**src/rtl/cohreg_pkg.sv**
```systemverilog
package cohreg_pkg;
  localparam int MAX_CORES  = 4;
  localparam int ADDR_W     = 8;
  localparam int DATA_W     = 32;
  localparam int CORE_IDX_W = 2;
  localparam int WORD_W     = ADDR_W - 2;

  // word indices (byte offset / 4)
  localparam logic [WORD_W-1:0] W_CTRL = 6'h00;
  localparam logic [WORD_W-1:0] W_CFG  = 6'h01;
  localparam logic [WORD_W-1:0] W_MFS  = 6'h10;
  localparam logic [WORD_W-1:0] W_MFE  = 6'h11;
  localparam logic [WORD_W-1:0] W_PFS  = 6'h12;
  localparam logic [WORD_W-1:0] W_PFE  = 6'h13;
  localparam logic [WORD_W-1:0] W_ACC  = 6'h14;
  localparam logic [WORD_W-1:0] W_NSAC = 6'h15;

  localparam logic [DATA_W-1:0] FILT_KEEP  = 32'hFFF0_0000;
  localparam logic [DATA_W-1:0] NSAC_VALUE = 32'h0000_0FFF;

  typedef struct packed {
    logic              filt_en;
    logic [DATA_W-1:0] mst_start;
    logic [DATA_W-1:0] mst_end;
    logic [DATA_W-1:0] per_start;
    logic [DATA_W-1:0] per_end;
  } strap_set_t;
endpackage

```
**src/rtl/cohreg_strap_latch.sv**
```systemverilog
module cohreg_strap_latch
  import cohreg_pkg::*;
(
  input  logic       clk,
  input  logic       rst_n,
  input  logic       start,
  input  strap_set_t straps,
  output strap_set_t filt,
  output logic       loaded
);
  strap_set_t filt_q, filt_nxt;
  logic       loaded_q, loaded_nxt;
  logic       capture;

  assign capture = start && !loaded_q;

  always_comb begin
    filt_nxt   = filt_q;
    loaded_nxt = loaded_q;
    if (capture) begin
      filt_nxt   = straps;
      loaded_nxt = 1'b1;
    end
  end

  always_ff @(posedge clk or negedge rst_n) begin
    if (!rst_n) begin
      filt_q   <= '0;
      loaded_q <= 1'b0;
    end else if (capture) begin
      filt_q   <= filt_nxt;
      loaded_q <= loaded_nxt;
    end
  end

  assign filt   = filt_q;
  assign loaded = loaded_q;

  AST_FILT_FROZEN: assert property (@(posedge clk) disable iff (!rst_n)
    loaded |=> $stable(filt));
  AST_LOADED_STICKY: assert property (@(posedge clk) disable iff (!rst_n)
    loaded |=> loaded);
endmodule

```
**src/rtl/cohreg_lock_ctrl.sv**
```systemverilog
module cohreg_lock_ctrl
  import cohreg_pkg::*;
#(
  parameter int PRESENT = MAX_CORES
) (
  input  logic                 clk,
  input  logic                 rst_n,
  input  logic                 soft_rst,
  input  logic                 acc_wr,
  input  logic [MAX_CORES-1:0] acc_wdata,
  output logic [MAX_CORES-1:0] lock
);
  localparam logic [MAX_CORES-1:0] PRESENT_MASK = MAX_CORES'((1 << PRESENT) - 1);

  logic [MAX_CORES-1:0] lock_q, lock_nxt;
  logic                 lock_ce;

  assign lock_ce = soft_rst || acc_wr;

  always_comb begin
    lock_nxt = lock_q;
    if (soft_rst)
      lock_nxt = '0;
    else if (acc_wr)
      lock_nxt = lock_q | (~acc_wdata & PRESENT_MASK);
  end

  always_ff @(posedge clk or negedge rst_n) begin
    if (!rst_n)
      lock_q <= '0;
    else if (lock_ce)
      lock_q <= lock_nxt;
  end

  assign lock = lock_q;

  for (genvar i = 0; i < MAX_CORES; i++) begin : g_lock_chk
    AST_LOCK_STICKY: assert property (@(posedge clk) disable iff (!rst_n)
      lock_q[i] && !soft_rst |=> lock_q[i]);
  end
  AST_ABSENT_UNLOCKED: assert property (@(posedge clk) disable iff (!rst_n)
    acc_wr |=> ((lock_q & ~PRESENT_MASK) == '0));
endmodule

```
**src/rtl/cohreg_read_mux.sv**
```systemverilog
module cohreg_read_mux
  import cohreg_pkg::*;
#(
  parameter int                   PRESENT  = MAX_CORES,
  parameter logic [MAX_CORES-1:0] SMP_MASK = '1
) (
  input  logic [WORD_W-1:0]    word,
  input  logic                 ctrl_en,
  input  strap_set_t           filt,
  input  logic [MAX_CORES-1:0] lock,
  output logic [DATA_W-1:0]    rd_word
);
  localparam logic [MAX_CORES-1:0] PRESENT_MASK = MAX_CORES'((1 << PRESENT) - 1);
  localparam logic [1:0]           CNT_M1       = 2'(PRESENT - 1);
  localparam logic [MAX_CORES-1:0] SMP_SHOWN    = PRESENT_MASK & SMP_MASK;

  logic mport_on;
  assign mport_on = (filt.mst_start != '0) && (filt.mst_end != '0);

  always_comb begin
    rd_word = '0;
    unique case (word)
      W_CTRL:  rd_word = {30'b0, filt.filt_en, ctrl_en};
      W_CFG:   rd_word = {mport_on, 23'b0, SMP_SHOWN, 2'b00, CNT_M1};
      W_MFS:   rd_word = filt.mst_start & FILT_KEEP;
      W_MFE:   rd_word = filt.mst_end   & FILT_KEEP;
      W_PFS:   rd_word = filt.per_start & FILT_KEEP;
      W_PFE:   rd_word = filt.per_end   & FILT_KEEP;
      W_ACC:   rd_word = {28'b0, ~lock & PRESENT_MASK};
      W_NSAC:  rd_word = NSAC_VALUE;
      default: rd_word = '0;
    endcase
  end
endmodule

```
**src/rtl/cohreg_block.sv**
```systemverilog
module cohreg_block
  import cohreg_pkg::*;
#(
  parameter int                   NUM_CORES = 4,
  parameter logic [MAX_CORES-1:0] SMP_MASK  = 4'hF
) (
  input  logic                  clk,
  input  logic                  rst_n,
  input  logic                  soft_rst,
  input  logic                  start,
  input  logic                  wr_en,
  input  logic                  rd_en,
  input  logic [ADDR_W-1:0]     addr,
  input  logic [DATA_W-1:0]     wdata,
  input  logic [CORE_IDX_W-1:0] core_idx,
  output logic [DATA_W-1:0]     rdata,
  output logic                  rvalid,
  input  logic                  strap_filt_en,
  input  logic [DATA_W-1:0]     strap_mst_start,
  input  logic [DATA_W-1:0]     strap_mst_end,
  input  logic [DATA_W-1:0]     strap_per_start,
  input  logic [DATA_W-1:0]     strap_per_end
);
  localparam int PRESENT = (NUM_CORES > MAX_CORES) ? MAX_CORES :
                           (NUM_CORES < 1) ? 1 : NUM_CORES;

  logic [WORD_W-1:0]    word;
  logic                 idx_present;
  logic                 wr_blocked;
  logic                 wr_ok;
  logic [MAX_CORES-1:0] lock;
  strap_set_t           straps, filt;
  logic                 loaded;
  logic [DATA_W-1:0]    rd_word;
  logic                 ctrl_en_q, ctrl_en_nxt, ctrl_ce;
  logic [DATA_W-1:0]    rdata_q;
  logic                 rvalid_q;

  assign word        = addr[ADDR_W-1:2];
  assign idx_present = int'(core_idx) < PRESENT;
  assign wr_blocked  = idx_present && lock[core_idx];
  assign wr_ok       = wr_en && !wr_blocked && !soft_rst;

  assign straps.filt_en   = strap_filt_en;
  assign straps.mst_start = strap_mst_start;
  assign straps.mst_end   = strap_mst_end;
  assign straps.per_start = strap_per_start;
  assign straps.per_end   = strap_per_end;

  cohreg_strap_latch u_straps (
    .clk    (clk),
    .rst_n  (rst_n),
    .start  (start),
    .straps (straps),
    .filt   (filt),
    .loaded (loaded)
  );

  cohreg_lock_ctrl #(.PRESENT(PRESENT)) u_lock (
    .clk       (clk),
    .rst_n     (rst_n),
    .soft_rst  (soft_rst),
    .acc_wr    (wr_ok && (word == W_ACC)),
    .acc_wdata (wdata[MAX_CORES-1:0]),
    .lock      (lock)
  );

  cohreg_read_mux #(.PRESENT(PRESENT), .SMP_MASK(SMP_MASK)) u_rmux (
    .word    (word),
    .ctrl_en (ctrl_en_q),
    .filt    (filt),
    .lock    (lock),
    .rd_word (rd_word)
  );

  // control enable: next state
  assign ctrl_ce = soft_rst || (wr_ok && (word == W_CTRL));
  always_comb begin
    ctrl_en_nxt = ctrl_en_q;
    if (soft_rst)
      ctrl_en_nxt = 1'b0;
    else if (wr_ok && (word == W_CTRL))
      ctrl_en_nxt = wdata[0];
  end

  always_ff @(posedge clk or negedge rst_n) begin
    if (!rst_n)
      ctrl_en_q <= 1'b0;
    else if (ctrl_ce)
      ctrl_en_q <= ctrl_en_nxt;
  end

  // read return path
  always_ff @(posedge clk or negedge rst_n) begin
    if (!rst_n) begin
      rdata_q  <= '0;
      rvalid_q <= 1'b0;
    end else begin
      rvalid_q <= rd_en;
      if (rd_en)
        rdata_q <= rd_word;
    end
  end

  assign rdata  = rdata_q;
  assign rvalid = rvalid_q;

  AST_LOCKED_NO_CTRL: assert property (@(posedge clk) disable iff (!rst_n)
    wr_en && idx_present && lock[core_idx] && !soft_rst |=> $stable(ctrl_en_q));
  AST_LOCKED_NO_ACC: assert property (@(posedge clk) disable iff (!rst_n)
    wr_en && idx_present && lock[core_idx] && !soft_rst |=> $stable(lock));
  AST_SOFT_CLEARS: assert property (@(posedge clk) disable iff (!rst_n)
    soft_rst |=> (lock == '0) && !ctrl_en_q);
  AST_RVALID_LAT: assert property (@(posedge clk) disable iff (!rst_n)
    rd_en |=> rvalid);
  AST_RVALID_IDLE: assert property (@(posedge clk) disable iff (!rst_n)
    !rd_en |=> !rvalid);
  AST_NSAC_CONST: assert property (@(posedge clk) disable iff (!rst_n)
    rd_en && (word == W_NSAC) |=> (rdata == NSAC_VALUE));
  AST_FILT_LOW_ZERO: assert property (@(posedge clk) disable iff (!rst_n)
    rd_en && (word[5:2] == 4'h4) |=> (rdata[19:0] == 20'h0));
endmodule

```
**config.mk**
```make
export PLATFORM = sky130hd
export DESIGN_NAME = cohreg_block
export DESIGN_NICKNAME = d
export VERILOG_FILES = /design/src/rtl/cohreg_pkg.sv /design/src/rtl/cohreg_strap_latch.sv /design/src/rtl/cohreg_lock_ctrl.sv /design/src/rtl/cohreg_read_mux.sv /design/src/rtl/cohreg_block.sv
export SDC_FILE = /design/constraint.sdc
export NUM_CORES = 1
export LEC_CHECK = 0
export ABC_AREA = 0
export BUFFER_PORTS_ARGS = -buffer_cell sky130_fd_sc_hd__buf_2
export CORE_ASPECT_RATIO = 0.75
export CORE_MARGIN = 2
export CORE_UTILIZATION = 28
export CTS_CLUSTER_SIZE = 12
export DETAILED_ROUTE_END_ITERATION = 10
export GPL_TIMING_DRIVEN = 0
export PLACE_DENSITY = 0.51
export SYNTH_ARGS = -nofsm -noshare
export SYNTH_HDL_FRONTEND = slang
export SYNTH_SLANG_ARGS = --single-unit
```
**constraint.sdc**
```tcl
create_clock -name clk -period 5.5 [get_ports clk]
set_clock_uncertainty 0.15 [all_clocks]
set_input_delay 0.275 -clock clk [delete_from_list [all_inputs] [get_ports clk]]
set_output_delay 0.275 -clock clk [all_outputs]
set_load 0.005 [all_outputs]
```
==> impl_metrics.tcl <==
set metrics [dict create \
    status "completed" \
    tns_ns 0 \
    setup_viol_count_final 0 \
    drt_first_pass_iters 4 \
    clkTransAtPathRegs_ns 0.05 \
    yosysMostFrequentCell "dfrtp_1" \
    place_inst 714 \
    path_class "in -> reg" \
    irDropWorstVdd_uv 160 \
    crit_chain "dlygate4sd3_1 -> buf_2 -> nor2b_1 -> clkbuf_1 -> clkbuf_1 -> mux2_2" \
    dieArea_um2 18600 \
    grt_util_all_layers_pct 15.1 \
    nets 770 \
    crit_path_max_incr_delay_ns 0.61 \
    power_uw 2400 \
    synth_area_leaders "dfrtp_1 (58%), mux2_2 (20%), mux4_2 (6.0%), o2bb2ai_1 (2.3%), buf_4 (2.1%)" \
    core_um2 17000 \
    drt-initial-drc-count 131 \
    synth.avg_cell_area_um2 14.3 \
    cp.arrival_ns 2.32 \
    synth_edf_count 0 \
    drtAntennaViolNets 0 \
    fin_crit_ns 2.19 \
    power_density_nw_per_um2 321 \
    ys_ff_latch 114 \
    worst_slew_pin_slew_ns 0.739 \
    die_height_um 118 \
    multi_input_area_um2 1810 \
    crit_fanout 10 \
    initial_core_util_pct 28.8 \
    rows 41 \
    synthCells 341 \
    final_cells 843 \
    die_x_um 157 \
    rsz0062_at_grt "false" \
    synth_top_cell_by_area "dfrtp_1" \
    h-tree-depth 4 \
    vias 3677 \
    hold_class "in -> reg" \
    clk_path_buf_depth 2 \
    synth_common_cells "dfrtp_1 (114), mux2_2 (89), inv_1 (21)" \
    cts_buffers 17 \
    period_share_pct 39.8 \
    seq_area_um2 2850 \
    synth_top_cell_area_share_pct 58.3 \
    port_buffers 129 \
    place_area_um2 5890 \
    max_slew_margin_pct 50.7 \
    worst_path_max_delay_cell "clkbuf_1" \
    cp-end-kind "flip-flop" \
    cp_common_cell "clkbuf_1" \
    antenna_found_initial 2 \
    power_leakage_uw 0.00347 \
    hpwl_mm 9.33 \
    yosys_warnings 0 \
    cts.sinks 114 \
    postLayoutCoreUtil_pct 44.1 \
    max-cap-violations 0 \
    grt_max_degree 69 \
    async_reset_ff_share_pct 100 \
    grt_first_pass_wirelength_mm 20.9 \
    post-route-cell-area_um2 7490 \
    cts_tree "done" \
    start_kind "input pin" \
    ioPinCount 210 \
    cp.required_ns 5.63 \
    grt_pass1_vias 3895 \
    fill_cells 1578 \
    drt-total-wl_mm 13.3 \
    ys_types 32 \
    via_per_inst 4.36 \
    fmax_mhz 457 \
    root_buffer "clkbuf_16" \
    synth_ff_type "dfrtp_1" \
    clk_latency_ns 0.41 \
    drive_gt1_share_pct 47.3 \
    gp_congestion 0.748 \
    path_buf_inv 4 \
    hold_viol 0 \
    area_growth_pct 53.0 \
    netlist_area_um2 4890 \
    route.detailed.drc 0 \
    critPathTopFamily "buffers and inverters" \
    drv_slew 0 \
    yosysSeqAreaShare_pct 58.3 \
    routedWlPerCell_um 15.8 \
    grt_overflow 0 \
]
## layer usage
layer | part of all wire, % | global-route usage, %
met4 | 1.7 | 5.28
met5 | 0 | 0
met1 | 47 | 20.0
met3 | 5.3 | 4.11
met2 | 46 | 23.8
## cell type report
cell class                 count  area share, %
clock inverter                 9           2.06
buffer                        31           2.41
sequential                   114           38.1
tap                          236           3.94
timing repair buffer         226           21.9
inverter                      21           1.05
antenna                        2         0.0668
clock buffer                  22           6.33
multi-input combinational    182           24.1
## kinds of logic after synthesis
logic type / share of synthesized area [%]
compound gates: 4.30
xor+xnor: 0.179
buf+inv: 5.29
other cells: 0.0767
simple gates: 5.14
flops: 58.3
mux: 26.7
## where the power goes
part / total [uW] / switching (uW) / internal [uW]
clock network: 1170 / 382 / 791
registers: 969 / 49.2 / 920
logic: 261 / 92.0 / 169
## stage by stage
| step | setup slack, ns | hold WS, ns |
|---|---|---|
| 2_1_floorplan | 3.69 | -0.171 |
| 3_3_place_gp | 2.63 | 0.300 |
| 3_5_place_dp | 3.44 | 0.0961 |
| 4_1_cts | 3.31 | 0.0297 |
| 5_1_grt | 3.13 | 0.0656 |
| 6_report | 3.31 | 0.0494 |
## worst register-to-register path, delay by kind of cell, from the launching register on
family,cells,cell delay [ns]
buf+inv,2,0.88
flops,1,0.36
mux,1,0.42
simple gates,1,0.10
## registers in the layout (all words and copies together), names as in the netlist
register	count
u_straps.filt	89
u_lock.lock	4
ctrl_en_q	1
rdata	18
u_straps.loaded	1
rvalid	1
## path summary, 6_finish.rpt
| check | from | end | slack [ns] | cells past startpoint |
|---|---|---|---|---|
| setup / recovery | start | u_straps.filt[28] | 3.31 | 6 |
| hold / removal | addr[6] | rdata[11] | 0.05 | 3 |
| setup reg to reg | u_straps.loaded | u_straps.filt[28] | 3.47 | 4 |
| hold reg to reg | u_straps.loaded | u_straps.loaded | 0.31 | 1 |
| max in group asynchronous | rst_n | u_straps.filt[80] | 4.27 | 3 |
| min in group asynchronous | rst_n | rdata[30] | 0.23 | 2 |
## cell usage in the layout (no fill, tap or decap), types with 3 or more instances in the layout
cell type        n
conb_1           8
nand2_1          4
nand4_1          5
mux2_2          89
dfrtp_1        114
clkbuf_1         9
mux4_2          13
o2bb2ai_1       13
inv_1           21
o21ai_0          4
nand3_1          3
nor4_1          16
bufinv_16        4
clkbuf_16       17
clkbuf_8         3
buf_2          137
o22ai_1          3
buf_4           14
nor2_1           6
dlygate4sd3_1   96
## what timing repair did
| action | CTS | global route |
|---|---|---|
| setup buffers | 0 | 0 |
| gates resized for setup | 0 | 0 |
| hold buffers | 96 | 0 |
| endpoints found under the hold margin | 142 | 0 |
Power figures use the tool's default switching activity.
